--- src/rtl/cfg_loader_pkg.sv ---
package cfg_loader_pkg;

  typedef enum logic [3:0] {
    ST_IDLE,
    ST_RESET,
    ST_CHECK_LOW,
    ST_HOUSEKEEP,
    ST_STREAM,
    ST_CHECK_DONE,
    ST_PAD,
    ST_OK,
    ST_ERROR
  } cfg_state_e;

  typedef enum logic [1:0] {
    ERR_NONE        = 2'd0,
    ERR_RESET_STUCK = 2'd1,
    ERR_NOT_DONE    = 2'd2,
    ERR_PARTIAL     = 2'd3
  } cfg_err_e;

endpackage

--- src/rtl/cfg_sync.sv ---
module cfg_sync #(
  parameter int STAGES = 2
) (
  input  logic clk,
  input  logic rst,
  input  logic d_i,
  output logic q_o
);
  logic [STAGES-1:0] chain;

  always_ff @(posedge clk) begin
    if (rst) chain <= '0;
    else     chain <= {chain[STAGES-2:0], d_i};
  end

  assign q_o = chain[STAGES-1];
endmodule

--- src/rtl/cfg_timer.sv ---
module cfg_timer #(
  parameter int W = 16
) (
  input  logic         clk,
  input  logic         rst,
  input  logic         load_i,
  input  logic [W-1:0] val_i,
  output logic         expired_o
);
  logic [W-1:0] cnt;

  always_ff @(posedge clk) begin
    if (rst)              cnt <= '0;
    else if (load_i)      cnt <= val_i;
    else if (cnt != '0)   cnt <= cnt - 1'b1;
  end

  assign expired_o = (cnt == '0);
endmodule

--- src/rtl/cfg_spi_tx.sv ---
module cfg_spi_tx #(
  parameter int HALF = 2
) (
  input  logic       clk,
  input  logic       rst,
  input  logic       load_i,
  input  logic [7:0] byte_i,
  output logic       idle_o,
  output logic       sck_o,
  output logic       mosi_o
);
  localparam int HW = (HALF > 1) ? $clog2(HALF) : 1;
  localparam logic [HW-1:0] HLAST = HW'(HALF - 1);

  logic          busy;
  logic          sck;
  logic          mosi;
  logic [7:0]    sh;
  logic [2:0]    bitn;
  logic [HW-1:0] hcnt;

  always_ff @(posedge clk) begin
    if (rst) begin
      busy <= 1'b0;
      sck  <= 1'b0;
      mosi <= 1'b0;
      sh   <= '0;
      bitn <= '0;
      hcnt <= '0;
    end else if (!busy) begin
      if (load_i) begin
        busy <= 1'b1;
        sh   <= byte_i;
        mosi <= byte_i[7];
        bitn <= '0;
        hcnt <= '0;
        sck  <= 1'b0;
      end
    end else if (hcnt == HLAST) begin
      hcnt <= '0;
      if (!sck) begin
        sck <= 1'b1;
      end else begin
        sck <= 1'b0;
        if (bitn == 3'd7) begin
          busy <= 1'b0;
          mosi <= 1'b0;
        end else begin
          bitn <= bitn + 3'd1;
          sh   <= {sh[6:0], 1'b0};
          mosi <= sh[6];
        end
      end
    end else begin
      hcnt <= hcnt + 1'b1;
    end
  end

  assign idle_o = !busy;
  assign sck_o  = sck;
  assign mosi_o = mosi;
endmodule

--- src/rtl/cfg_loader.sv ---
module cfg_loader
  import cfg_loader_pkg::*;
#(
  parameter int CLK_HZ      = 50_000_000,
  parameter int RST_US      = 1,
  parameter int HK_US       = 1200,
  parameter int SCK_HALF    = 2,
  parameter int CHK_CYC     = 4,
  parameter int PAD_BYTES   = 7,
  parameter int SYNC_STAGES = 2
) (
  input  logic       clk,
  input  logic       rst,
  input  logic       start_i,
  input  logic       partial_i,
  input  logic [7:0] s_data_i,
  input  logic       s_valid_i,
  input  logic       s_last_i,
  output logic       s_ready_o,
  input  logic       tgt_done_i,
  output logic       tgt_rst_n_o,
  output logic       tgt_ss_n_o,
  output logic       tgt_sck_o,
  output logic       tgt_mosi_o,
  output logic       busy_o,
  output logic       ok_o,
  output logic       err_o,
  output logic [1:0] err_code_o
);
  localparam int CYC_PER_US = CLK_HZ / 1_000_000;
  localparam int RST_CYC    = CYC_PER_US * RST_US;
  localparam int HK_CYC     = CYC_PER_US * HK_US;
  localparam int GAP_CYC    = 2 * SCK_HALF;
  localparam int SCK_HZ     = CLK_HZ / (2 * SCK_HALF);
  localparam int MAX_A      = (RST_CYC > HK_CYC) ? RST_CYC : HK_CYC;
  localparam int MAX_B      = (CHK_CYC > GAP_CYC) ? CHK_CYC : GAP_CYC;
  localparam int MAX_CYC    = (MAX_A > MAX_B) ? MAX_A : MAX_B;
  localparam int TW         = $clog2(MAX_CYC + 1);
  localparam int PW         = $clog2(PAD_BYTES + 1);

  if (SCK_HZ < 1_000_000 || SCK_HZ > 25_000_000) begin : g_bad_sck
    $error("cfg_loader: serial clock rate outside 1..25 MHz");
  end
  if (RST_CYC < 1 || HK_CYC < 1 || CHK_CYC < SYNC_STAGES) begin : g_bad_delay
    $error("cfg_loader: delay parameters too small");
  end

  cfg_state_e    state_q, state_d;
  cfg_err_e      code_q, code_d;
  logic          last_q, last_d;
  logic          sel_q, sel_d;
  logic [PW-1:0] pad_q, pad_d;

  logic          t_load;
  logic [TW-1:0] t_val;
  logic          t_exp;
  logic          done_s;
  logic          tx_load;
  logic [7:0]    tx_byte;
  logic          tx_idle;

  logic rst_n_q, ss_n_q, busy_q, ok_q, err_q;

  cfg_sync #(.STAGES(SYNC_STAGES)) u_sync (
    .clk (clk),
    .rst (rst),
    .d_i (tgt_done_i),
    .q_o (done_s)
  );

  cfg_timer #(.W(TW)) u_timer (
    .clk       (clk),
    .rst       (rst),
    .load_i    (t_load),
    .val_i     (t_val),
    .expired_o (t_exp)
  );

  cfg_spi_tx #(.HALF(SCK_HALF)) u_tx (
    .clk    (clk),
    .rst    (rst),
    .load_i (tx_load),
    .byte_i (tx_byte),
    .idle_o (tx_idle),
    .sck_o  (tgt_sck_o),
    .mosi_o (tgt_mosi_o)
  );

  assign s_ready_o = (state_q == ST_STREAM) && t_exp && tx_idle && !last_q;

  always_comb begin
    state_d = state_q;
    code_d  = code_q;
    last_d  = last_q;
    sel_d   = sel_q;
    pad_d   = pad_q;
    t_load  = 1'b0;
    t_val   = '0;
    tx_load = 1'b0;
    tx_byte = s_data_i;
    unique case (state_q)
      ST_IDLE, ST_OK, ST_ERROR: begin
        if (start_i) begin
          if (partial_i) begin
            state_d = ST_ERROR;
            code_d  = ERR_PARTIAL;
          end else begin
            state_d = ST_RESET;
            code_d  = ERR_NONE;
            t_load  = 1'b1;
            t_val   = TW'(RST_CYC - 1);
          end
        end
      end
      ST_RESET: begin
        if (t_exp) begin
          state_d = ST_CHECK_LOW;
          t_load  = 1'b1;
          t_val   = TW'(CHK_CYC - 1);
        end
      end
      ST_CHECK_LOW: begin
        if (t_exp) begin
          if (done_s) begin
            state_d = ST_ERROR;
            code_d  = ERR_RESET_STUCK;
          end else begin
            state_d = ST_HOUSEKEEP;
            t_load  = 1'b1;
            t_val   = TW'(HK_CYC - 1);
          end
        end
      end
      ST_HOUSEKEEP: begin
        if (t_exp) begin
          state_d = ST_STREAM;
          last_d  = 1'b0;
          t_load  = 1'b1;
          t_val   = TW'(GAP_CYC - 1);
        end
      end
      ST_STREAM: begin
        if (s_ready_o && s_valid_i) begin
          tx_load = 1'b1;
          sel_d   = 1'b1;
          if (s_last_i) last_d = 1'b1;
        end else if (last_q && tx_idle) begin
          state_d = ST_CHECK_DONE;
          sel_d   = 1'b0;
          t_load  = 1'b1;
          t_val   = TW'(CHK_CYC - 1);
        end
      end
      ST_CHECK_DONE: begin
        if (t_exp) begin
          if (done_s) begin
            state_d = ST_PAD;
            pad_d   = PW'(PAD_BYTES);
          end else begin
            state_d = ST_ERROR;
            code_d  = ERR_NOT_DONE;
          end
        end
      end
      ST_PAD: begin
        if (tx_idle) begin
          if (pad_q != '0) begin
            tx_load = 1'b1;
            tx_byte = 8'h00;
            sel_d   = 1'b1;
            pad_d   = pad_q - 1'b1;
          end else begin
            state_d = ST_OK;
            sel_d   = 1'b0;
          end
        end
      end
      default: state_d = ST_IDLE;
    endcase
  end

  always_ff @(posedge clk) begin
    if (rst) begin
      state_q <= ST_IDLE;
      code_q  <= ERR_NONE;
      last_q  <= 1'b0;
      sel_q   <= 1'b0;
      pad_q   <= '0;
      rst_n_q <= 1'b1;
      ss_n_q  <= 1'b1;
      busy_q  <= 1'b0;
      ok_q    <= 1'b0;
      err_q   <= 1'b0;
    end else begin
      state_q <= state_d;
      code_q  <= code_d;
      last_q  <= last_d;
      sel_q   <= sel_d;
      pad_q   <= pad_d;
      rst_n_q <= (state_d != ST_RESET);
      ss_n_q  <= !((state_d == ST_RESET) || (state_d == ST_CHECK_LOW) ||
                   (state_d == ST_HOUSEKEEP) || sel_d);
      busy_q  <= !((state_d == ST_IDLE) || (state_d == ST_OK) ||
                   (state_d == ST_ERROR));
      ok_q    <= (state_d == ST_OK);
      err_q   <= (state_d == ST_ERROR);
    end
  end

  assign tgt_rst_n_o = rst_n_q;
  assign tgt_ss_n_o  = ss_n_q;
  assign busy_o      = busy_q;
  assign ok_o        = ok_q;
  assign err_o       = err_q;
  assign err_code_o  = code_q;
endmodule

--- config.mk ---
export PLATFORM = sky130hd
export DESIGN_NAME = cfg_loader
export DESIGN_NICKNAME = d
export VERILOG_FILES = /design/src/rtl/cfg_loader_pkg.sv /design/src/rtl/cfg_sync.sv /design/src/rtl/cfg_timer.sv /design/src/rtl/cfg_spi_tx.sv /design/src/rtl/cfg_loader.sv
export SDC_FILE = /design/constraint.sdc
export NUM_CORES = 1
export LEC_CHECK = 0
export BUFFER_PORTS_ARGS = -buffer_cell sky130_fd_sc_hd__buf_4
export CORE_MARGIN = 8
export CORE_UTILIZATION = 60
export CTS_BUF_LIST = sky130_fd_sc_hd__clkbuf_4 sky130_fd_sc_hd__clkbuf_8 sky130_fd_sc_hd__clkbuf_16
export DETAILED_ROUTE_END_ITERATION = 8
export HOLD_SLACK_MARGIN = 0.15
export PLACE_DENSITY = 0.8
export SYNTH_ARGS = -nofsm -noshare
export SYNTH_HDL_FRONTEND = slang
export SYNTH_HIERARCHICAL = 1
export SYNTH_SLANG_ARGS = --single-unit
--- constraint.sdc ---
create_clock -name clk -period 7.1 [get_ports clk]
set_clock_uncertainty 0.15 [all_clocks]
set_input_delay 0.71 -clock clk [delete_from_list [all_inputs] [get_ports clk]]
set_output_delay 0.71 -clock clk [all_outputs]
set_load 0.05 [all_outputs]
# == Word level (Yosys, flattened, before mapping) ==
# Cells that the tools add are included.
# word_totals
register_bits,48
output_inout_bits,10
# classes
n_addsub,4
n_eq_ne,29
mux,83
reduce_logical,32
# op_table
cell,count
two-way mux 16 bit,4
one-hot mux 16 bit (4 select lines),1
two-way mux 4 bit,12
two-way mux 7 bit,5
two-way mux 1 bit,32
one-hot mux 4 bit (7 select lines),1
two-way mux 3 bit,9
"inequality test 2 bit, second input constant",11
"== test 4 x 3 -> 1 bit, second input constant",5
two-way mux 2 bit,9
"== test 4 x 2 -> 1 bit, second input constant",4
logical NOT 16 bit,1
two-way mux 8 bit,2
nonzero test 16 bit,1
"subtractor 16 x 1 -> 16 bit, second input constant",1
two-way mux 6 bit,2
"== test 4 x 1 -> 1 bit, second input constant",2
"== test 4 bit, second input constant",2
logical NOT 4 bit,2
AND reduction 4 bit,2
nonzero test 2 bit,4
"inequality test 2 x 1 -> 1 bit, second input constant",3
one-hot mux 1 bit (2 select lines),3
one-hot mux 2 bit (3 select lines),1
17 further kinds,29

# == Logic depth before layout (Yosys ltp) ==
# Gate-level depths: netlist of the first run.
# logic_depth
depth_word,12
mapped_depth,14

# == Cells and area by module ==
# Netlist of the first run, hierarchy kept.
# by_module_without_submodules
mod,instances,cells_each,area_each_um2,seq_area_each_um2
cfg_loader,1,128,1067.3,320.3
cfg_timer,1,116,964.7,320.3
cfg_spi_tx,1,69,706.9,280.3
cfg_sync,1,4,52.6,40.0

# == Worst setup path before layout of the first run ==
# OpenSTA, ideal clock, no wires.
# synth_path
kind,reg-to-reg
from,reg u_timer.cnt[0]
to,reg u_timer.cnt[13]
t_arrival_ns,3.699
required_ns,6.872
slack_ns,3.173
stages_incl_launch_ff,15
n_path_buf,1
synth_period_minus_slack_ns,3.927
cell_sequence,dfxtp_1 > inv_1 > ha_1 > or3b_2 > or4_4 > nor2_1 > nor3b_1 > a32o_1 > a21o_1 > or2b_1 > nor2b_1 > clkbuf_1 > a21oi_1 > a31o_2 > nor3_1
# synth_between
elab_chain_cells,8
# synth_lines
element,line,source
"start, declared",cfg_timer.sv:10,logic [W-1:0] cnt;
"start signal, assigned",cfg_timer.sv:14,else if (load_i) cnt <= val_i;
"start signal, assigned",cfg_timer.sv:15,else if (cnt != '0) cnt <= cnt - 1'b1;
logical NOT 16 bit (*),cfg_timer.sv:18,assign expired_o = (cnt == '0);
via t_exp,cfg_loader.sv:56,logic t_exp;
logical AND 1 bit (3 in a row),cfg_loader.sv:89,assign s_ready_o = (state_q == ST_STREAM) && t_exp && tx_idle && !last_q;
logical AND 1 bit,cfg_loader.sv:143,if (s_ready_o && s_valid_i) begin
two-way mux 1 bit,cfg_loader.sv:143,
one-hot mux 1 bit (4 select lines) (*),cfg_loader.sv:101,unique case (state_q)
via t_load,cfg_loader.sv:54,logic t_load;
two-way mux 16 bit / nonzero test 2 bit (equally long branches),--,
# The timed path passes the listed nets; every way through them passes the cells marked *. The select of a mux whose other input is x is not followed.
# A chain may end at the register's enable or synchronous reset.

# == Final worst setup path of the first run ==
# Ends and elaborated chain as after synthesis.

==> results of run 1 <==
## registers in the layout, summed over array words and instances, names as in the netlist
| register | cells |
|---|---|
| u_timer/cnt | 16 |
| u_tx/sh | 7 |
| state_q | 4 |
| pad_q | 3 |
| u_tx/bitn | 3 |
| err_code_o | 2 |
| u_sync/chain | 2 |
| busy_o | 1 |
| err_o | 1 |
| last_q | 1 |
| ok_o | 1 |
| sel_q | 1 |
| tgt_rst_n_o | 1 |
| tgt_ss_n_o | 1 |
| u_tx/busy | 1 |
| u_tx/hcnt | 1 |
| u_tx/mosi_o | 1 |
| u_tx/sck_o | 1 |
## power by group
part | switching, mW | total [mW] | internal [mW] | leakage (nW)
clock | 0.0909 | 0.199 | 0.108 | 0.0586
combinational | 0.275 | 0.492 | 0.217 | 0.698
sequential | 0.0644 | 0.386 | 0.322 | 0.391
total | 0.430 | 1.08 | 0.647 | 1.15
## final timing paths
| kind | depth (start not counted) | to | slack [ns] |
|---|---|---|---|
| worst max register to register | 13 | u_timer/cnt[13] | 2.22 |
| worst max-delay path | 13 | u_timer/cnt[13] | 2.22 |
| worst min-delay path | 1 | u_sync/chain[1] | 0.31 |
| worst min register to register | 1 | u_sync/chain[1] | 0.31 |
## through the flow
| stage | cell area (um^2) | util | hold slack [ns] | cells | setup WS, ns |
|---|---|---|---|---|---|
| 2_1_floorplan | 2800 | - | 0.264 | 320 | 3.17 |
| 4_1_cts | 3070 | 0.667 | 0.306 | 389 | 2.31 |
| 3_3_place_gp | 2960 | 0.643 | 0.266 | 381 | 2.56 |
| 3_5_place_dp | 2960 | 0.643 | 0.282 | 381 | 2.33 |
| 6_report | 3070 | 0.667 | 0.309 | 389 | 2.22 |
| 5_1_grt | 3070 | 0.667 | 0.325 | 389 | 1.89 |
## cell usage in the layout, fill, tap and decap left out, drive strengths merged, types with 4 or more instances in the layout
master and n:
dfxtp 48, nand2 25, buf 24, nor2 23
a21oi 18, o21ai 18, nor2b 14, nor3 14
nand3 11, inv 10, mux2i 9, xnor2 8
a211oi 8, clkbuf 6, nor3b 5, a21o 5
nand2b 5, and3 5, ha 5, conb 4
nand4b 4, a221oi 4, or4 4, nor4 4
## layout make-up
cell class | count | area share
multi-input cells | 245 | 0.557
flip-flops and latches | 48 | 0.313
repair buffers | 24 | 0.0588
clock buffers | 6 | 0.0249
well taps | 54 | 0.0220
inverters | 10 | 0.0122
clock inverters | 2 | 0.0114
## per-layer routing
| metal | vias to the layer above | routed length, um | GRT usage |
|---|---|---|---|
| met5 | - | 0 | 0 |
| met4 | 0 | 83 | 0.0675 |
| met3 | 10 | 293 | 0.0465 |
| met2 | 48 | 2640 | 0.258 |
| met1 | 1095 | 2820 | 0.211 |
| li1 | 1195 | - | - |
## kinds of logic after synthesis
logic type	count (synthesis)	share of synthesized area
AO/OA/AOI/OAI	77	0.201
XOR/XNOR	9	0.0282
buffers and inverters	27	0.0475
AND/OR/NAND/NOR	140	0.319
flip-flops	48	0.344
multiplexers	10	0.0363
adder cells (fa/ha/maj)	5	0.0224
other	1	0.00134
==> summary.md, run 1 <==
| Metric | Value |
|---|---|
| Clock Latency Late Sink | between 0.3 and 0.4 ns |
| Vias in the first global route | around 2200 |
| WL final | roughly 5.8 mm |
| TritonCTS clock tree | done |
| Hold wc startpoint | u_sync/chain[0] |
| Global-route wire length before repair | between 10 and 15 mm |
| Port bufs | 24 |
| VDD IR max | 0.156 mV |
| Top cell type's share of synthesized area | 0.344 |
| Max-slew violations | 0 |
| Root buf cell | clkbuf_8 |
| DRC viols | 0 |
| Clk buf depth | 2 |
| Initial antenna violation count | 0 |
| Post-synth top cells | 48 x dfxtp_1, 24 x nand2_1, 22 x nor2_1, 18 x a21oi_1, 14 x nor2b_1 |
| Fin Setup TNS | 0 ns |
| Most frequent cell after synthesis | dfxtp_1 |
| Total track usage | 0.166 |
| Max H-tree Level | 2 |
| Yosys reg bits | 48 |
| Syn_area_per_cell | slightly below 9 um^2 |
| IO Pins | 25 |
| Worst setup path start | u_timer/cnt[0] |
| Number of fill cells | roughly 400 |
| Number of synthesized flops with an enable pin | 0 |
| Post-synth ARST share | 0 |
| Layout cells sized above 1 | 0.197 |
| Peak Freq | between 0.2 and 0.25 GHz |
| Initial core utilization | 0.607 |
| Area of the multi-input gates | between 1500 and 2000 um^2 |
| Outcome | finished clean |
| Hold Crit Class | flop to flop |
| CTS resizes | 0 |
| Clk slew on worst S/H paths | roughly 0.090 ns |
| DP Wirelength | 4.20 mm |
| Post-synth top area cell | dfxtp_1 |
| Leakage | 1.15 nW |
| Top post-synthesis cells by area | dfxtp_1 34%, a21oi_1 3.2%, mux2i_1 3.2% |
| Synth warn | 6 |
| Largest net degree at the start of global routing | 42 |
| Cell Chain, Critical Path | inv_1, ha_1, or3b_2, or4_4, nor2_1, nor3b_1, a32o_1, a21o_1, or2b_1, nor2b_1, nand2_1, a31o_2, nor3_1 |
| GP Congestion | 0.799 |
| Total Power | around 1.1 mW |
| Synthesized instance count | around 320 |
| Critical Path RT | 7.19 ns |
| Sequential-to-total area share from yosys stat | 0.344 |
| Rows | 25 |
| Worst path max stage delay | approximately 0.81 ns |
| Die Ht | roughly 84 um |
| Slew headroom | 0.380 |
| Final hold violations | 0 |
| Synth-to-Final Area Change | 9.86% |
| Maximum net fanout on the critical path | 16 |
| RR Startpoint | u_timer/cnt[0] |
| Via Count | approximately 2300 |
| Cts hold-fix bufs | 0 |
| DIE AREA | 7090 um^2 |
| Pwr dens | around 350 nW/um^2 |
| DRT iter0 DRCs | roughly 240 |
| Final setup fails | 0 |
| Synth unique cells | between 60 and 70 |
| Post-CTS Setup Repair Bufs | 0 |
| Worst Setup Start Kind | flop |
| Delay-heaviest family, CP | simple AND/OR/NAND/NOR gates |
| CTS Buf Count | 5 |
| Die W | 84.2 um |
| Cell area after synthesis | around 2800 um^2 |
| Routed length per placed instance | around 15 um |
| Via/cell ratio | just over 6 |
| CTS sink count | 48 |
| Post-synth top flop | dfxtp_1 |
| Minimum clock period | a little under 5 ns |
| Core area | around 4600 um^2 |
| RSZ-0062 raised after global routing | false |
| Slew @ Worst Pin | 0.929 ns |
| Initial DRT Pass Iterations | 4 |
| Max-cap viol count | 0 |
| Diodes inserted | 0 |
| Setup CP Type | flop to flop |
| Final period util | 0.687 |
| Element type at the critical path end | flop |
| Layout Nets | 354 |
| Routed Antenna Nets | 0 |
| Worst path buffer plus inverter count | 1 |
| CP max-delay cell | nor2b_1 |
| Reg area | approximately 960 um^2 |
| Data arrival, critical path | between 4 and 5 ns |
| Gr ovfl total | 0 |
No activity file was read; power rests on OpenSTA's default activity.
==> run 2, diff against run 1 <==
CORE_UTILIZATION = 59   (was 60)
PLACE_DENSITY = 0.79   (was 0.8)
clock period = 4.8 ns   (was 7.1 ns; I/O delays follow)
==> run 2 against run 1 <==
Net effect:
- register-to-register slack got worse by 1.5 ns
- final area unchanged
- non-clock buffer count rose by 2
- fmax increased by 20%
- via count barely moved
- cell count up 0.26%
- wire length is 2.3% lower
- critical path type unchanged
- critical endpoint unchanged
==> summary.md, run 2 (same netlist as run 1, synthesis figures left out) <==
| Metric | Value |
|---|---|
| Leakage | 1.15 nW |
| TritonCTS clock tree | done |
| Largest Register | u_timer/cnt |
| Hold Path Depth | 2 |
| DRC viols | 0 |
| Clk network pwr share | 0.164 |
| Core area | between 4000 and 5000 um^2 |
| Die Ht | roughly 85 um |
| Clk slew on worst S/H paths | around 0.08 ns |
| DRT iter0 DRCs | between 200 and 300 |
| Total Power | approximately 1.6 mW |
| Rows | 25 |
| Max-slew violations | 0 |
| Seq pwr share | 0.365 |
| Initial DRT Pass Iterations | 4 |
| Final period util | 0.844 |
| Clock Latency Late Sink | 0.30 ns |
| Max-cap viol count | 0 |
| Synth-to-Final Area Change | 9.86% |
| Data arrival, critical path | between 4 and 5 ns |
| Minimum clock period | around 4.1 ns |
| CTS sink count | 48 |
| Slew headroom | 0.338 |
| Sw Ratio | 0.404 |
| Post-Route Utilization | 0.662 |
| Critical Path RT | 4.88 ns |
| Peak Freq | around 0.25 GHz |
| Psw | 0.630 mW |
| Largest net degree at the start of global routing | 42 |
| Cts hold-fix bufs | 0 |
| RSZ-0062 raised after global routing | false |
| RR Startpoint | u_timer/cnt[0] |
| Routed Antenna Nets | 0 |
| Worst Setup Start Kind | flop |
| Via Count | 2347 |
| Gr ovfl total | 0 |
| DIE AREA | about 7200 um^2 |
| Hold wc startpoint | tgt_done_i |
| CTS Buf Count | 5 |
| Routed length per placed instance | 14.6 um |
| Maximum net fanout on the critical path | 15 |
| Final hold violations | 0 |
| DP Wirelength | between 3 and 4 mm |
| Element type at the critical path end | flop |
| Layout Nets | 356 |
| Max FFs per register | 16 |
| Global-route wire length before repair | roughly 10 mm |
| Internal power | between 0.9 and 1 mW |
| CTS resizes | 0 |
| Pwr dens | 508 nW/um^2 |
| Diodes inserted | 0 |
| Worst-case reg-to-reg path depth | 14 |
| Initial core utilization | 0.603 |
| Max H-tree Level | 2 |
| GP Congestion | between 0.8 and 0.9 |
| Hold Crit Class | input pin to flop |
| Setup slack, reg-to-reg | approximately 0.75 ns |
| VDD IR max | approximately 0.24 mV |
| R2r endpoint | u_timer/cnt[13] |
| Worst setup path start | u_timer/cnt[0] |
| Most common cell after layout, fill and taps aside | dfxtp_1 |
| WL final | 5.70 mm |
| Combinational share of power | 0.471 |
| Most frequent cells in the layout | 48 x dfxtp_1, 26 x buf_4, 24 x nand2_1 |
| Final setup fails | 0 |
| Setup CP Type | flop to flop |
| Slew @ Worst Pin | about 0.98 ns |
| Layout cells sized above 1 | 0.199 |
| IO Pins | 25 |
| Largest registers | u_timer/cnt (16), u_tx/sh (7), state_q (4) |
| Die W | between 80 and 90 um |
| Fin Setup TNS | 0 ns |
| Root buf cell | clkbuf_8 |
| Clk buf depth | 2 |
| Total track usage | 0.167 |
| Port bufs | 24 |
| Via/cell ratio | 6.02 |
| Initial antenna violation count | 0 |
| Vias in the first global route | 2211 |
| Worst Hold End | u_sync/chain[0] |
| Post-CTS Setup Repair Bufs | 0 |
| Outcome | finished clean |
==> run 2: power by group through the flow <==
stage	Combinational (mW)	Clock [mW]	Sequential, mW
3_3_place_gp	0.717	0	0.574
2_1_floorplan	0.613	0	0.572
5_1_grt	0.812	0.282	0.585
3_5_place_dp	0.725	0	0.576
6_report	0.733	0.256	0.569
4_1_cts	0.730	0.267	0.567
==> run 2: cell type report <==
class / count / area [um^2]
fill: 402 / 1560
tap: 54 / 67.6
timing repair buffer: 26 / 195
inverter: 10 / 37.5
sequential: 48 / 961
clock buffer: 7 / 96.3
multi-input combinational: 245 / 1710
==> run 2: worst max-delay path by stage <==
stage | end | slack (ns) | depth (start not counted)
floorplan | u_timer/cnt[13] | 0.87 | 14
global placement | u_timer/cnt[13] | 0.99 | 14
detailed placement | u_timer/cnt[13] | 0.81 | 14
CTS | u_timer/cnt[13] | 0.78 | 14
global route | u_timer/cnt[15] | 0.49 | 14
finish | u_timer/cnt[13] | 0.75 | 14
==> run 2: layer usage <==
metal | GRT usage | share of wire | vias up
met5 | 0 | 0 | -
met4 | 0.0906 | 0.022 | 0
met3 | 0.0488 | 0.051 | 7
met2 | 0.256 | 0.45 | 47
met1 | 0.206 | 0.48 | 1101
li1 | - | - | 1192
==> run 2: worst max-delay path, cell delays in order, from the launching register on <==
cell and delay [ns]:
dfxtp_1 0.34, inv_1 0.09, ha_1 0.19, or3b_2 0.53, or4_4 0.59, nor2_1 0.41, nor3b_1 0.44, a32o_1 0.21
a21o_1 0.12, or2b_1 0.12, nor2b_1 0.12, buf_4 0.21, nand2_1 0.09, a31o_2 0.27, nor3_1 0.11
==> run 2: through the flow <==
step	hold slack (ns)	setup slack, ns	instance area [um^2]	instances
finish	0.237	0.749	3070	390
global route	0.233	0.488	3070	390
CTS	0.225	0.782	3070	390
detailed placement	0.277	0.805	2970	383
global placement	0.271	0.990	2970	383
floorplan	0.264	0.873	2800	320
==> run 3, diff against run 2 <==
clock period = 3.8 ns   (was 4.8 ns; I/O delays follow)
==> run 3 against run 2 <==
Net effect:
- non-clock buffer count grew 3
- highest routed layer unchanged
- largest cell class unchanged
- sequential cell count is the same
- cell count grew 1.0%
- largest power group unchanged
- register-to-register slack lost 0.50 ns
- final area grew 0.94%
- hold slack lost 0.073 ns
==> summary.md, run 3 (same netlist as run 1, synthesis figures left out) <==
| Metric | Value |
|---|---|
| Most common cell after layout, fill and taps aside | dfxtp_1 |
| Leakage | 1.17 nW |
| Seq pwr share | 0.362 |
| Element type at the critical path end | flop |
| PnR worst setup slack | approximately 0.25 ns |
| Dpl ws | between 0.2 and 0.3 ns |
| VDD IR max | around 0.29 mV |
| R2r endpoint | u_timer/cnt[13] |
| Vias in the first global route | about 2100 |
| Max-slew violations | 0 |
| Root buf cell | clkbuf_8 |
| Setup CP Type | flop to flop |
| DRT iter0 DRCs | 265 |
| Core area | 4630 um^2 |
| Fin Setup TNS | 0 ns |
| Initial antenna violation count | 0 |
| Minimum clock period | ~3.5 ns |
| Via Count | 2367 |
| Post-Layout Cell Count | just under 400 |
| Final hold violations | 0 |
| Initial DRT Pass Iterations | 4 |
| CTS Buf Count | 5 |
| CTS sink count | 48 |
| Max H-tree Level | 2 |
| WL final | 5.77 mm |
| Setup slack, reg-to-reg | 0.25 ns |
| Routed length per placed instance | 14.6 um |
| Clk slew on worst S/H paths | approximately 0.08 ns |
| Critical path endpoint | u_timer/cnt[13] |
| Slew @ Worst Pin | a little under 1 ns |
| Routed Antenna Nets | 0 |
| Die W | roughly 85 um |
| Slew headroom | 0.339 |
| Max-cap viol count | 0 |
| Cts hold-fix bufs | 0 |
| Largest net degree at the start of global routing | 42 |
| Rows | 25 |
| Combinational share of power | 0.478 |
| Gr ovfl total | 0 |
| DIE AREA | roughly 7200 um^2 |
| TritonCTS clock tree | done |
| Diodes inserted | 0 |
| Initial core utilization | 0.603 |
| Global-route wire length before repair | around 9.9 mm |
| IO Pins | 25 |
| Layout Nets | ~360 |
| Sw Ratio | 0.401 |
| Data arrival, critical path | about 3.6 ns |
| Final period util | 0.934 |
| Hold wc startpoint | tgt_done_i |
| DRC viols | 0 |
| Max FFs per register | 16 |
| GP Congestion | approximately 0.85 |
| Via/cell ratio | about 6.0 |
| Hold Path Depth | 2 |
| Port bufs | 24 |
| Die Ht | 84.8 um |
| Outcome | finished clean |
| Pwr dens | around 640 nW/um^2 |
| DP Wirelength | approximately 4.1 mm |
| CTS resizes | 0 |
| Most frequent cells in the layout | 48 x dfxtp_1, 29 x buf_4, 24 x nand2_1 |
| Worst Setup Start Kind | flop |
| Psw | between 0.7 and 0.8 mW |
| Clk buf depth | 2 |
| Peak Freq | ~0.28 GHz |
| Clk network pwr share | 0.160 |
| Clock Latency Late Sink | between 0.2 and 0.3 ns |
| Largest registers | u_timer/cnt (16), u_tx/sh (7), state_q (4) |
| Layout cells sized above 1 | 0.212 |
| Internal power | between 1 and 1.5 mW |
| Largest Register | u_timer/cnt |
| Final setup fails | 0 |
| RSZ-0062 raised after global routing | false |
| Hold Crit Class | input pin to flop |
| Cells after DPL | 386 |
| Total track usage | 0.164 |
| Maximum net fanout on the critical path | 15 |
| Worst-case reg-to-reg path depth | 14 |
| Post-CTS Setup Repair Bufs | 0 |
| Critical Path RT | a little under 4 ns |
| Synth-to-Final Area Change | 10.9% |
| RR Startpoint | u_timer/cnt[0] |
| Worst setup path start | u_timer/cnt[0] |
-- run 3: worst min path at each step --
stage          slack, ns               to
6_report            0.16  u_sync/chain[0]
5_1_grt             0.16  u_sync/chain[0]
2_1_floorplan       0.26  u_sync/chain[1]
3_5_place_dp        0.29  u_sync/chain[1]
4_1_cts             0.17  u_sync/chain[0]
3_3_place_gp        0.27  u_sync/chain[1]
-- run 3: power by group through the flow --
| stage | registers [mW] | logic [mW] | clock network (mW) |
|---|---|---|---|
| 2_1_floorplan | 0.722 | 0.776 | 0 |
| 3_3_place_gp | 0.725 | 0.928 | 0 |
| 3_5_place_dp | 0.725 | 0.937 | 0 |
| 4_1_cts | 0.715 | 0.942 | 0.332 |
| 5_1_grt | 0.730 | 1.03 | 0.349 |
| 6_report | 0.716 | 0.946 | 0.318 |
-- run 3: cell type report --
class | instances | area, um^2
clock buffers | 8 | 97.6
multi-input cells | 245 | 1710
repair buffers | 29 | 218
flip-flops and latches | 48 | 961
well taps | 54 | 67.6
fillers | 399 | 1530
inverters | 10 | 37.5
-- run 3: stage by stage --
step	power (mW)	hold slack [ns]	cell area, um^2	util
floorplan	1.50	0.264	2810	-
global placement	1.65	0.266	3000	0.648
detailed placement	1.66	0.288	3000	0.648
CTS	1.99	0.168	3100	0.669
global route	2.11	0.160	3100	0.669
finish	1.98	0.163	3100	0.669
-- run 3: routing by layer --
metal	track usage	vias up	wire [um]
met2	0.253	39	2750
met3	0.0371	2	209
li1	-	1199	-
met5	0	-	0
met1	0.220	1127	2770
met4	0.0469	0	30
-- run 3: critical path: stages (launching register included) --
cell     delay, ns
dfxtp_1       0.34
inv_1         0.08
ha_1          0.19
or3b_2        0.53
or4_4         0.60
nor2_1        0.14
nor3b_2       0.26
a32o_1        0.18
a21o_1        0.11
or2b_1        0.11
nor2b_1       0.13
buf_4         0.21
nand2_1       0.09
a31o_2        0.27
nor3_1        0.11
